[src/rtl/arb_pkg.sv]
package arb_pkg;

  typedef enum logic [1:0] {
    SEL_BUS = 2'd0,
    SEL_RX  = 2'd1,
    SEL_PTR = 2'd2,
    SEL_VEC = 2'd3
  } addrSel_e;

  typedef enum logic [1:0] {
    OWN_IDLE   = 2'd0,
    OWN_BUSREL = 2'd1,
    OWN_RX     = 2'd2
  } owner_e;

  typedef enum logic [1:0] {
    RK_BYTE  = 2'd0,
    RK_WORD  = 2'd1,
    RK_PTR   = 2'd2,
    RK_WORD2 = 2'd3
  } rxKind_e;

  // strobes from control to datapath
  typedef struct packed {
    logic capture;  // load the holding slot this cycle
    logic busGo;    // host access performed this cycle
    logic rxGo;     // receiver write performed this cycle
  } ctrlStrb_t;

endpackage

[src/rtl/arb_rx_sync.sv]
module arb_rx_sync #(
  parameter int STAGES = 2
) (
  input  logic clk,
  input  logic rst_n,
  input  logic tglIn,
  output logic evt
);
  localparam int LAST = STAGES;

  logic [LAST:0] pipe;

  always_ff @(posedge clk or negedge rst_n) begin
    if (!rst_n) pipe <= '0;
    else        pipe <= {pipe[LAST-1:0], tglIn};
  end

  // one pulse per inversion of the toggle, after STAGES flops
  assign evt = pipe[LAST] ^ pipe[LAST-1];

endmodule

[src/rtl/arb_ctrl.sv]
module arb_ctrl
  import arb_pkg::*;
(
  input  logic      clk,
  input  logic      rst_n,
  input  logic      busReq,
  input  logic      rxEvt,
  output ctrlStrb_t strb,
  output logic      busWait,
  output logic      overrunErr
);
  owner_e own, ownNext;
  logic   pend;

  always_comb begin
    strb.busGo   = busReq && (own == OWN_IDLE);
    strb.rxGo    = (own == OWN_RX);
    // slot is free, or its entry is written in this very cycle
    strb.capture = rxEvt && (!pend || own == OWN_RX);
  end

  assign busWait = busReq && (own != OWN_IDLE);

  always_comb begin
    ownNext = OWN_IDLE;
    unique case (own)
      OWN_IDLE: begin
        if (busReq)    ownNext = OWN_BUSREL;  // host wins ties
        else if (pend) ownNext = OWN_RX;
      end
      OWN_BUSREL: ownNext = OWN_IDLE;
      OWN_RX:     ownNext = OWN_IDLE;
      default:    ownNext = OWN_IDLE;
    endcase
  end

  always_ff @(posedge clk or negedge rst_n) begin
    if (!rst_n) begin
      own        <= OWN_IDLE;
      pend       <= 1'b0;
      overrunErr <= 1'b0;
    end else begin
      own        <= ownNext;
      overrunErr <= rxEvt && pend && (own != OWN_RX);
      if (strb.capture)       pend <= 1'b1;
      else if (own == OWN_RX) pend <= 1'b0;
    end
  end

endmodule

[src/rtl/arb_dpath.sv]
module arb_dpath
  import arb_pkg::*;
#(
  parameter int AW       = 7,
  parameter int DW       = 16,
  parameter int VEC_BASE = 2
) (
  input  logic          clk,
  input  logic          rst_n,
  input  ctrlStrb_t     strb,
  input  logic          busWe,
  input  logic          busIack,
  input  logic          busVec,
  input  logic [AW-1:0] busAddr,
  input  logic [DW-1:0] busWdata,
  input  logic [1:0]    rxKind,
  input  logic          rxOdd,
  input  logic [AW-1:0] rxAddr,
  input  logic [DW-1:0] rxData,
  output addrSel_e      ramSel,
  output logic [AW-1:0] ramAddr,
  output logic [DW-1:0] ramWdata,
  output logic [1:0]    ramWe,
  output logic          ramRe
);
  localparam int BW = DW / 2;
  localparam logic [AW-1:0] VEC_ADDR = AW'(VEC_BASE);

  rxKind_e       qKind;
  logic          qOdd;
  logic [AW-1:0] qAddr;
  logic [DW-1:0] qData;

  always_ff @(posedge clk or negedge rst_n) begin
    if (!rst_n) begin
      qKind <= RK_BYTE;
      qOdd  <= 1'b0;
      qAddr <= '0;
      qData <= '0;
    end else if (strb.capture) begin
      qKind <= rxKind_e'(rxKind);
      qOdd  <= rxOdd;
      qAddr <= rxAddr;
      qData <= rxData;
    end
  end

  always_comb begin
    ramSel   = SEL_BUS;
    ramAddr  = busAddr;
    ramWdata = busWdata;
    if (strb.rxGo) begin
      if (qKind == RK_PTR) begin
        ramSel  = SEL_PTR;
        ramAddr = '0;
      end else begin
        ramSel  = SEL_RX;
        ramAddr = qAddr;
      end
      ramWdata = (qKind == RK_BYTE) ? {2{qData[BW-1:0]}} : qData;
    end else if (strb.busGo && busIack) begin
      ramSel  = SEL_VEC;
      ramAddr = VEC_ADDR | AW'(busVec);
    end
  end

  assign ramRe = strb.busGo && (!busWe || busIack);

  for (genvar g = 0; g < 2; g++) begin : g_lane
    logic laneHit;
    assign laneHit  = (qKind != RK_BYTE) || (qOdd == (g == 1));
    assign ramWe[g] = (strb.busGo && busWe && !busIack) || (strb.rxGo && laneHit);
  end

endmodule

[src/rtl/ramshare_arbiter.sv]
module ramshare_arbiter
  import arb_pkg::*;
#(
  parameter int AW          = 7,
  parameter int DW          = 16,
  parameter int VEC_BASE    = 2,
  parameter int SYNC_STAGES = 2
) (
  input  logic          clk,
  input  logic          rst_n,
  input  logic          busReq,
  input  logic          busWe,
  input  logic          busIack,
  input  logic          busVec,
  input  logic [AW-1:0] busAddr,
  input  logic [DW-1:0] busWdata,
  output logic          busWait,
  input  logic          rxTgl,
  input  logic [1:0]    rxKind,
  input  logic          rxOdd,
  input  logic [AW-1:0] rxAddr,
  input  logic [DW-1:0] rxData,
  output logic [1:0]    ramSel,
  output logic [AW-1:0] ramAddr,
  output logic [DW-1:0] ramWdata,
  output logic [1:0]    ramWe,
  output logic          ramRe,
  output logic          overrunErr
);
  logic      rxEvt;
  ctrlStrb_t strb;
  addrSel_e  selInt;

  arb_rx_sync #(.STAGES(SYNC_STAGES)) sync_i (
    .clk(clk), .rst_n(rst_n), .tglIn(rxTgl), .evt(rxEvt)
  );

  arb_ctrl ctrl_i (
    .clk(clk), .rst_n(rst_n), .busReq(busReq), .rxEvt(rxEvt),
    .strb(strb), .busWait(busWait), .overrunErr(overrunErr)
  );

  arb_dpath #(.AW(AW), .DW(DW), .VEC_BASE(VEC_BASE)) dpath_i (
    .clk(clk), .rst_n(rst_n), .strb(strb),
    .busWe(busWe), .busIack(busIack), .busVec(busVec),
    .busAddr(busAddr), .busWdata(busWdata),
    .rxKind(rxKind), .rxOdd(rxOdd), .rxAddr(rxAddr), .rxData(rxData),
    .ramSel(selInt), .ramAddr(ramAddr), .ramWdata(ramWdata),
    .ramWe(ramWe), .ramRe(ramRe)
  );

  assign ramSel = selInt;

endmodule

[config.mk]
export PLATFORM = sky130hd
export DESIGN_NAME = ramshare_arbiter
export DESIGN_NICKNAME = d
export VERILOG_FILES = /design/src/rtl/arb_pkg.sv /design/src/rtl/arb_rx_sync.sv /design/src/rtl/arb_ctrl.sv /design/src/rtl/arb_dpath.sv /design/src/rtl/ramshare_arbiter.sv
export SDC_FILE = /design/constraint.sdc
export NUM_CORES = 1
export LEC_CHECK = 0
export ABC_CLOCK_PERIOD_IN_PS = 2650
export BUFFER_PORTS_ARGS = -buffer_cell sky130_fd_sc_hd__clkbuf_2
export CORE_ASPECT_RATIO = 0.9
export CORE_MARGIN = 2
export CORE_UTILIZATION = 35
export DETAILED_ROUTE_END_ITERATION = 8
export SLEW_MARGIN = 20
export SYNTH_ARGS = -nofsm -noshare
export SYNTH_HDL_FRONTEND = slang
export SYNTH_HIERARCHICAL = 1
export SYNTH_SLANG_ARGS = --single-unit
[constraint.sdc]
create_clock -name clk -period 2.65 [get_ports clk]
set_input_delay 0.3975 -clock clk [delete_from_list [all_inputs] [get_ports clk]]
set_output_delay 0.3975 -clock clk [all_outputs]
set_load 0.01 [all_outputs]
Word level (Yosys, flattened, before mapping):

Cells that the tools add are included.

* mux-type cells: 13
* reductions and logical operators: 25
* equality and inequality tests: 3
* bitwise logic cells: 2

Operator list (number)
* 16-bit 2-to-1 mux: 2
* 7-bit 2-to-1 mux: 3
* 2-bit 2-to-1 mux: 6
* 1-bit logical AND: 11
* 1-bit logical OR: 6
* 2-bit nonzero test: 3
* 2-bit equality test (second input constant): 2
* 2-bit logical NOT: 2
* 1-bit logical NOT: 3
* 1-bit 2-to-1 mux: 2
* 2-bit != test (second input constant): 1
* 1-bit inverter: 1
* 1-bit bitwise XOR: 1

* word-level logic and storage cells: 51
* flip-flop bits (word level): 33
* bits of input ports: 56

Longest topological paths before layout:

Gate-level depths: netlist of the first run.

* depth in word-level cells: 5
* depth in mapped cells: 6
* mapped depth without buffers: 4

Cells and area by module:

The synthesis of the first run kept the hierarchy.

By module, submodules not included
* arb_dpath: seq. area each 650.6 sq um, cells each 113, area an instance 1378.8 sq um, instances 1
* arb_ctrl: seq. area each 100.1 sq um, cells each 13, area an instance 170.2 sq um, instances 1
* arb_rx_sync: seq. area each 75.1 sq um, cells each 4, area an instance 83.8 sq um, instances 1

Worst setup path before layout of the first run:

No wires, ideal clock.

* path type: register -> output
* start point: register ctrl_i.own[1]
* end point: output port ramAddr[0]
* required time: 2.253 ns
* arrival time: 1.207 ns
* setup slack: 1.046 ns
* buffers on the path: 1
* stages on the path, launching flop included: 6
* cells stage by stage: dfrtp_1 nor3b_1 buf_4 nand2_1 mux2i_1 o2bb2ai_1

RTL lines
* start: declaration: line arb_ctrl.sv:12 `owner_e own, ownNext;`
* start signal: assignment: line arb_ctrl.sv:43 `own <= ownNext;`
* end: declaration: line ramshare_arbiter.sv:24 `output logic [AW-1:0] ramAddr,`

==> results of run 1 <==
==> layout by cell type (no fill, tap or decap) <==
cell type / instances
a21boi_0: 1
a21boi_2: 2
a21o_1: 1
a21oi_1: 10
a22o_1: 5
a32o_1: 2
and3_1: 1
buf_12: 1
buf_4: 2
clkbuf_1: 1
clkbuf_2: 85
clkbuf_8: 6
dfrtp_1: 33
inv_1: 3
mux2_2: 33
mux2i_1: 9
nand2_1: 3
nand2b_4: 1
nor2_1: 9
nor2_4: 1
nor3b_1: 1
nor4b_1: 1
o21a_1: 1
o21ai_0: 1
o21bai_1: 1
o2bb2ai_1: 2
or3_1: 1
xor2_1: 1
==> state kept, by name, indices dropped and copies added, names as in the netlist <==
| register | flops |
|---|---|
| dpath_i/qData | 16 |
| dpath_i/qAddr | 7 |
| sync_i/pipe | 3 |
| ctrl_i/own | 2 |
| dpath_i/qKind | 2 |
| ctrl_i/overrunErr | 1 |
| ctrl_i/pend | 1 |
| dpath_i/qOdd | 1 |
==> worst register-to-register path, stage by stage (launching register included) <==
cell and delay, ns:
dfrtp_1 0.39, xor2_1 0.22, a21boi_2 0.52, buf_12 0.24
mux2_2 0.35
==> worst paths after layout <==
path | slack, ns | from | endpoint | cells past startpoint
min in group clk | 0.23 | rxTgl | sync_i/pipe[0] | 1
min | 0.21 | rst_n | dpath_i/qData[14] | 1
max | 0.41 | ctrl_i/own[0] | ramWdata[7] | 5
max reg2reg | 0.82 | sync_i/pipe[1] | dpath_i/qData[10] | 4
min reg2reg | 0.36 | sync_i/pipe[0] | sync_i/pipe[1] | 0
max in group asynchronous | 1.93 | rst_n | sync_i/pipe[2] | 1
==> stage by stage <==
step,std cells,util,worst slack [ns]
after floorplan,130,-,1.05
after global placement,273,0.478,0.719
after detailed placement,273,0.478,0.688
after CTS,280,0.498,0.385
after global routing,280,0.498,0.275
final,280,0.498,0.406
==> kinds of logic after synthesis <==
logic type      count (synthesis)  share of synthesized area
flops                          33                      0.506
compound gates                 26                      0.113
xor+xnor                        1                    0.00536
buf+inv                        10                     0.0322
mux                            42                      0.283
simple gates                   18                     0.0605
==> routing by layer <==
layer,share of wire,up-vias
met4,0.0087,0
met3,0.066,4
li1,-,643
met5,0,-
met1,0.43,618
met2,0.49,43
==> layout make-up <==
class / count / area (µm²)
Clock buffer: 7 / 86.3
Fill cell: 439 / 2240
Inverter: 3 / 11.3
Multi-Input combinational cell: 87 / 758
Sequential cell: 33 / 826
Tap cell: 62 / 77.6
Timing Repair Buffer: 88 / 460
==> power breakdown <==
part / switching (W) / internal, W
registers: 0.000145 / 0.000720
clock network: 0.000165 / 0.000206
logic: 0.000323 / 0.000415
total: 0.000633 / 0.00134
==> flow_summary.rst, run 1 <==
.. list-table::
   :header-rows: 1

   * - Metric
     - Value
   * - Placed wire-length estimate
     - 2.78 mm
   * - List of cells traversed by the critical path
     - nand2b_4 > inv_1 > buf_4 > mux2_2 > clkbuf_2
   * - Number of max-slew violations in the final report
     - 0
   * - First-iteration detailed-routing DRC count
     - 14
   * - Critical path type
     - reg -> out
   * - Worst-margin pin slew
     - 0.824 ns
   * - Routed vias
     - 1308
   * - Die Area
     - 5230 µm²
   * - Crit-path leading delay family
     - buffers and inverters
   * - Portion of the post-synthesis area used by sequential elements
     - 0.506
   * - Core area
     - 4460 µm²
   * - First-pass DRT Iterations
     - 4
   * - Unrepaired setup endpoints after global routing
     - false
   * - Number of antenna violations at the first check in global routing
     - 0
   * - # H-tree levels
     - 2
   * - Post-Route Hold Slack
     - 0.210 ns
   * - Power density over the cells
     - 889 nW/µm²
   * - Library cell with the largest summed area after synthesis
     - dfrtp_1
   * - Post-route ant nets
     - 0
   * - Y dimension of the die
     - 68.8 µm
   * - Endpoints failing hold
     - 0
   * - Routed wire per std cell
     - 13.1 µm
   * - Share of final-layout standard cells stronger than drive strength 1
     - 0.601
   * - Min Tclk post-route
     - 2.24 ns
   * - Largest net degree at the start of global routing
     - 34
   * - Power Total
     - 0.00197 W
   * - Mapped Nets
     - 186
   * - Total number of nets in the final design
     - 274
   * - Count of flip-flops with a built-in enable after synthesis
     - 0
   * - Post-place instance area
     - 2130 µm²
   * - Cell Rows
     - 23
   * - Arrival time of data at the critical path endpoint
     - 1.85 ns
   * - Yosys synthesis warning count
     - 6
   * - Cell types with the largest area share after synthesis
     - dfrtp_1 (51%), mux2_2 (23%), mux2i_1 (5.5%)
   * - Vias per Instance
     - 4.67
   * - Clock Tree Buf Depth
     - 2
   * - Yosys cell types
     - 27
   * - Sink count of the clock tree
     - 33
   * - DIE WIDTH
     - 76.0 µm
   * - GRT Util Overall
     - 0.147
   * - Initial core utilization
     - 0.366
   * - Synthesized netlist cell count
     - 130
   * - Relative area change from synthesis to final layout
     - 35.9%
   * - Nature of the critical path endpoint
     - output pin
   * - Worst-path maximum fanout
     - 26
   * - Count of final setup violators
     - 0
   * - Placer's final routability congestion estimate
     - 0.722
   * - Number of synthesized register bits
     - 33
   * - Worst Setup Start Kind
     - flop
   * - Global routing usage on met3
     - 0.0612
   * - Number of global-route vias before repair
     - 1245
   * - Max_slew headroom
     - 0.451
   * - Number of inserted diodes
     - 0
   * - Clock-pin slew of the registers on the worst-case setup and hold paths
     - 0.06 ns
   * - Total congestion overflow
     - 0
   * - Data required, critical path
     - 2.25 ns
   * - Outcome
     - finished, final reports clean
   * - Synth Area per Inst
     - 12.6 µm²
   * - Critical Path Slowest Stage Cell
     - dfrtp_1
   * - Master cell of the clock root buffer
     - clkbuf_8
   * - Most used DFF post-synth
     - dfrtp_1
   * - Clock tree from TritonCTS
     - done
   * - Critical path's largest stage delay
     - 0.41 ns
   * - Met2 track utilization from global routing
     - 0.237
   * - Top-area cell type share of the netlist area
     - 0.506
   * - Reported leakage power
     - 1.10 nW
   * - Quantity of I/O buffers inserted on ports
     - 85
   * - Global-route met1 utilization
     - 0.179
   * - Number of CTS-inserted buffers
     - 5
   * - Max-cap viol count
     - 0
   * - Buffers inserted by post-CTS timing repair
     - 0
   * - Number of placed I/O pins
     - 86
   * - First-pass GRT wire length
     - 5.87 mm
   * - Post-Syn Area
     - 1630 µm²
   * - VDD IR max
     - 409 µV
   * - Synth cell count leaders
     - dfrtp_1 (33), mux2_2 (33), a21oi_1 (10)
   * - DRC violations left
     - 0
   * - Clock network latency to the later pin of the worst-skew pair
     - 0.28 ns
   * - Achievable Freq
     - 446 MHz
   * - Buffer and inverter count on the worst path
     - 3
   * - Worst-case clock skew
     - 0.00373 ns
   * - Detailed Route WL
     - 3.66 mm
   * - Worst hold path class
     - in -> async
   * - Final-layout setup total negative slack
     - 0 ns
   * - CTS resizes
     - 0
   * - Async set or reset register ratio after synthesis
     - 1.00
   * - Total of hold buffers inserted after clock tree synthesis
     - 0
   * - Most utilized layer in the global route result
     - met2
   * - Post-route clock period utilization
     - 0.847
   * - Design Area, Final
     - 2220 µm²
No activity file was read; power rests on OpenSTA's default activity.
==> run 2, diff against run 1 <==
--- a/config.mk
+++ b/config.mk
@@ -5,7 +5,7 @@
 export SDC_FILE = /design/constraint.sdc
 export NUM_CORES = 1
 export LEC_CHECK = 0
-export ABC_CLOCK_PERIOD_IN_PS = 2650
+export ABC_CLOCK_PERIOD_IN_PS = 2300
 export BUFFER_PORTS_ARGS = -buffer_cell sky130_fd_sc_hd__clkbuf_2
 export CORE_ASPECT_RATIO = 0.9
 export CORE_MARGIN = 2
==> constraint.sdc (replaced) <==
create_clock -name clk -period 2.3 [get_ports clk]
set_input_delay 0.345 -clock clk [delete_from_list [all_inputs] [get_ports clk]]
set_output_delay 0.345 -clock clk [all_outputs]
set_load 0.01 [all_outputs]
==> run 2 against run 1 <==
  * Total power increased by 15%
  * Critical path depth unchanged
  * Count of clock-buffer cells in the layout unchanged
  * Hold slack got worse by 0.054 ns
  * Wire length decreased by 0.87%
  * First-iteration DRC count increased by 71%
  * Clock skew increased by 0.0019 ns
  * Setup slack got worse by 0.27 ns
  * Die area unchanged
  * Flip-flop and latch count unchanged
  * Register-to-register slack got worse by 0.30 ns
  * Final cell count unchanged
  * Critical path type unchanged
  * Critical endpoint is now ramWdata[2]
  * Largest cell class unchanged
  * Largest power group unchanged
  * Highest routed layer unchanged
==> flow_summary.rst, run 2 (same netlist as run 1, synthesis figures left out) <==
.. list-table::
   :header-rows: 1

   * - Metric
     - Value
   * - Initial core utilization
     - 0.366
   * - Max_slew headroom
     - 0.448
   * - Routed wire per std cell
     - 13.0 µm
   * - Critical Path Slowest Stage Cell
     - dfrtp_1
   * - Core area
     - 4460 µm²
   * - Share of final-layout standard cells stronger than drive strength 1
     - 0.601
   * - DIE WIDTH
     - 76.0 µm
   * - Clock Tree Buf Depth
     - 2
   * - Total number of nets in the final design
     - 274
   * - Switching share of total power
     - 0.320
   * - List of cells traversed by the critical path
     - nand2b_4 > inv_1 > buf_4 > mux2_2 > clkbuf_2
   * - Portion of total power attributed to the clock network
     - 0.187
   * - Sequential cell fraction of total power
     - 0.437
   * - Final-layout setup total negative slack
     - 0 ns
   * - Vias per Instance
     - 4.66
   * - Post-Route Hold Slack
     - 0.156 ns
   * - Placed wire-length estimate
     - 2.73 mm
   * - Number of cells in the finished layout apart from fillers
     - 280
   * - Most frequent cells in the layout
     - clkbuf_2 (85), dfrtp_1 (33), mux2_2 (33)
   * - Detailed Route WL
     - 3.63 mm
   * - Clock-pin slew of the registers on the worst-case setup and hold paths
     - 0.06 ns
   * - Combinational fraction of design power
     - 0.377
   * - Sink count of the clock tree
     - 33
   * - First-pass DRT Iterations
     - 4
   * - Count of final setup violators
     - 0
   * - Number of flip-flops in the largest register
     - 16
   * - Total net switching power
     - 0.000728 W
   * - Buffers inserted by post-CTS timing repair
     - 0
   * - Reg with most FFs
     - dpath_i/qData
   * - Critical path's largest stage delay
     - 0.41 ns
   * - Number of max-slew violations in the final report
     - 0
   * - Critical path type
     - reg -> out
   * - Most common cell after layout, fill and taps aside
     - clkbuf_2
   * - Number of placed I/O pins
     - 86
   * - DRC violations left
     - 0
   * - Achievable Freq
     - 461 MHz
   * - Total congestion overflow
     - 0
   * - Worst hold path class
     - in -> async
   * - Worst Setup Start Kind
     - flop
   * - Dpl cells
     - 273
   * - Min Tclk post-route
     - 2.17 ns
   * - VDD IR max
     - 422 µV
   * - GRT Util Overall
     - 0.135
   * - Max-cap viol count
     - 0
   * - Master cell of the clock root buffer
     - clkbuf_8
   * - Number of inserted diodes
     - 0
   * - Y dimension of the die
     - 68.8 µm
   * - Data required, critical path
     - 1.96 ns
   * - CTS resizes
     - 0
   * - Post-route clock period utilization
     - 0.942
   * - Power density over the cells
     - 1020 nW/µm²
   * - Largest net degree at the start of global routing
     - 34
   * - Cell Rows
     - 23
   * - Post-route ant nets
     - 0
   * - Nature of the critical path endpoint
     - output pin
   * - Reported leakage power
     - 1.10 nW
   * - Registers with the most flip-flops
     - dpath_i/qData: 16 flops, dpath_i/qAddr: 7 flops, sync_i/pipe: 3 flops
   * - Total of hold buffers inserted after clock tree synthesis
     - 0
   * - Quantity of I/O buffers inserted on ports
     - 85
   * - Worst-path maximum fanout
     - 26
   * - Worst-case clock skew
     - 0.00558 ns
   * - Clock tree from TritonCTS
     - done
   * - Number of global-route vias before repair
     - 1173
   * - Outcome
     - finished, final reports clean
   * - First-iteration detailed-routing DRC count
     - 24
   * - Unrepaired setup endpoints after global routing
     - false
   * - Power Total
     - 0.00227 W
   * - Number of antenna violations at the first check in global routing
     - 0
   * - Routed vias
     - 1304
   * - First-pass GRT wire length
     - 5.48 mm
   * - Worst-margin pin slew
     - 0.828 ns
   * - Endpoints failing hold
     - 0
   * - Relative area change from synthesis to final layout
     - 35.9%
   * - Die Area
     - 5230 µm²
   * - Internal portion of total power
     - 0.00154 W
   * - Clock network latency to the later pin of the worst-skew pair
     - 0.28 ns
   * - Arrival time of data at the critical path endpoint
     - 1.82 ns
   * - # H-tree levels
     - 2
   * - Post-layout utilization of the core
     - 0.498
   * - Placer's final routability congestion estimate
     - 0.730
   * - Number of CTS-inserted buffers
     - 5
[run 2: per-layer routing]
layer  up-vias  track usage  share of wire
met5         -            0              0
met2        44        0.217           0.48
li1        647            -              -
met3         6       0.0469          0.065
met1       607        0.173           0.44
met4         0       0.0477          0.014
[run 2: final cells by class]
class / count / area (µm²)
flip-flops and latches: 33 / 826
clock buffers: 7 / 86.3
inverters: 3 / 11.3
multi-input cells: 87 / 758
well taps: 62 / 77.6
repair buffers: 88 / 460
fillers: 415 / 2240
[run 2: critical path, delay by kind of cell, from the launching register on]
kind / cells / cell delay, ns
DFF: 1 / 0.41
buffers and inverters: 3 / 0.59
and+or+nand+nor: 1 / 0.17
muxes: 1 / 0.37
[run 2: power groups by stage]
stage,registers [W],logic (W),clock network [W]
after CTS,0.000998,0.000874,0.000444
after detailed placement,0.00101,0.000868,0
after global placement,0.00100,0.000859,0
after floorplan,0.000957,0.000622,0
final,0.000992,0.000857,0.000424
after global routing,0.00103,0.000942,0.000471
[run 2: per-stage QoR]
step,setup slack [ns],cell area (µm²)
3_5_place_dp,0.439,2130
3_3_place_gp,0.463,2130
4_1_cts,0.121,2220
2_1_floorplan,0.748,1630
5_1_grt,0.0305,2220
6_report,0.133,2220
[run 2: final timing paths]
path	startpoint	endpoint	slack, ns	cells after the start
max	ctrl_i/own[0]	ramWdata[2]	0.13	5
min reg2reg	sync_i/pipe[0]	sync_i/pipe[1]	0.35	0
min	rst_n	dpath_i/qData[0]	0.16	1
min in group clk	rxTgl	sync_i/pipe[0]	0.17	1
max in group asynchronous	rst_n	dpath_i/qData[4]	1.62	1
max reg2reg	sync_i/pipe[1]	dpath_i/qData[8]	0.52	4
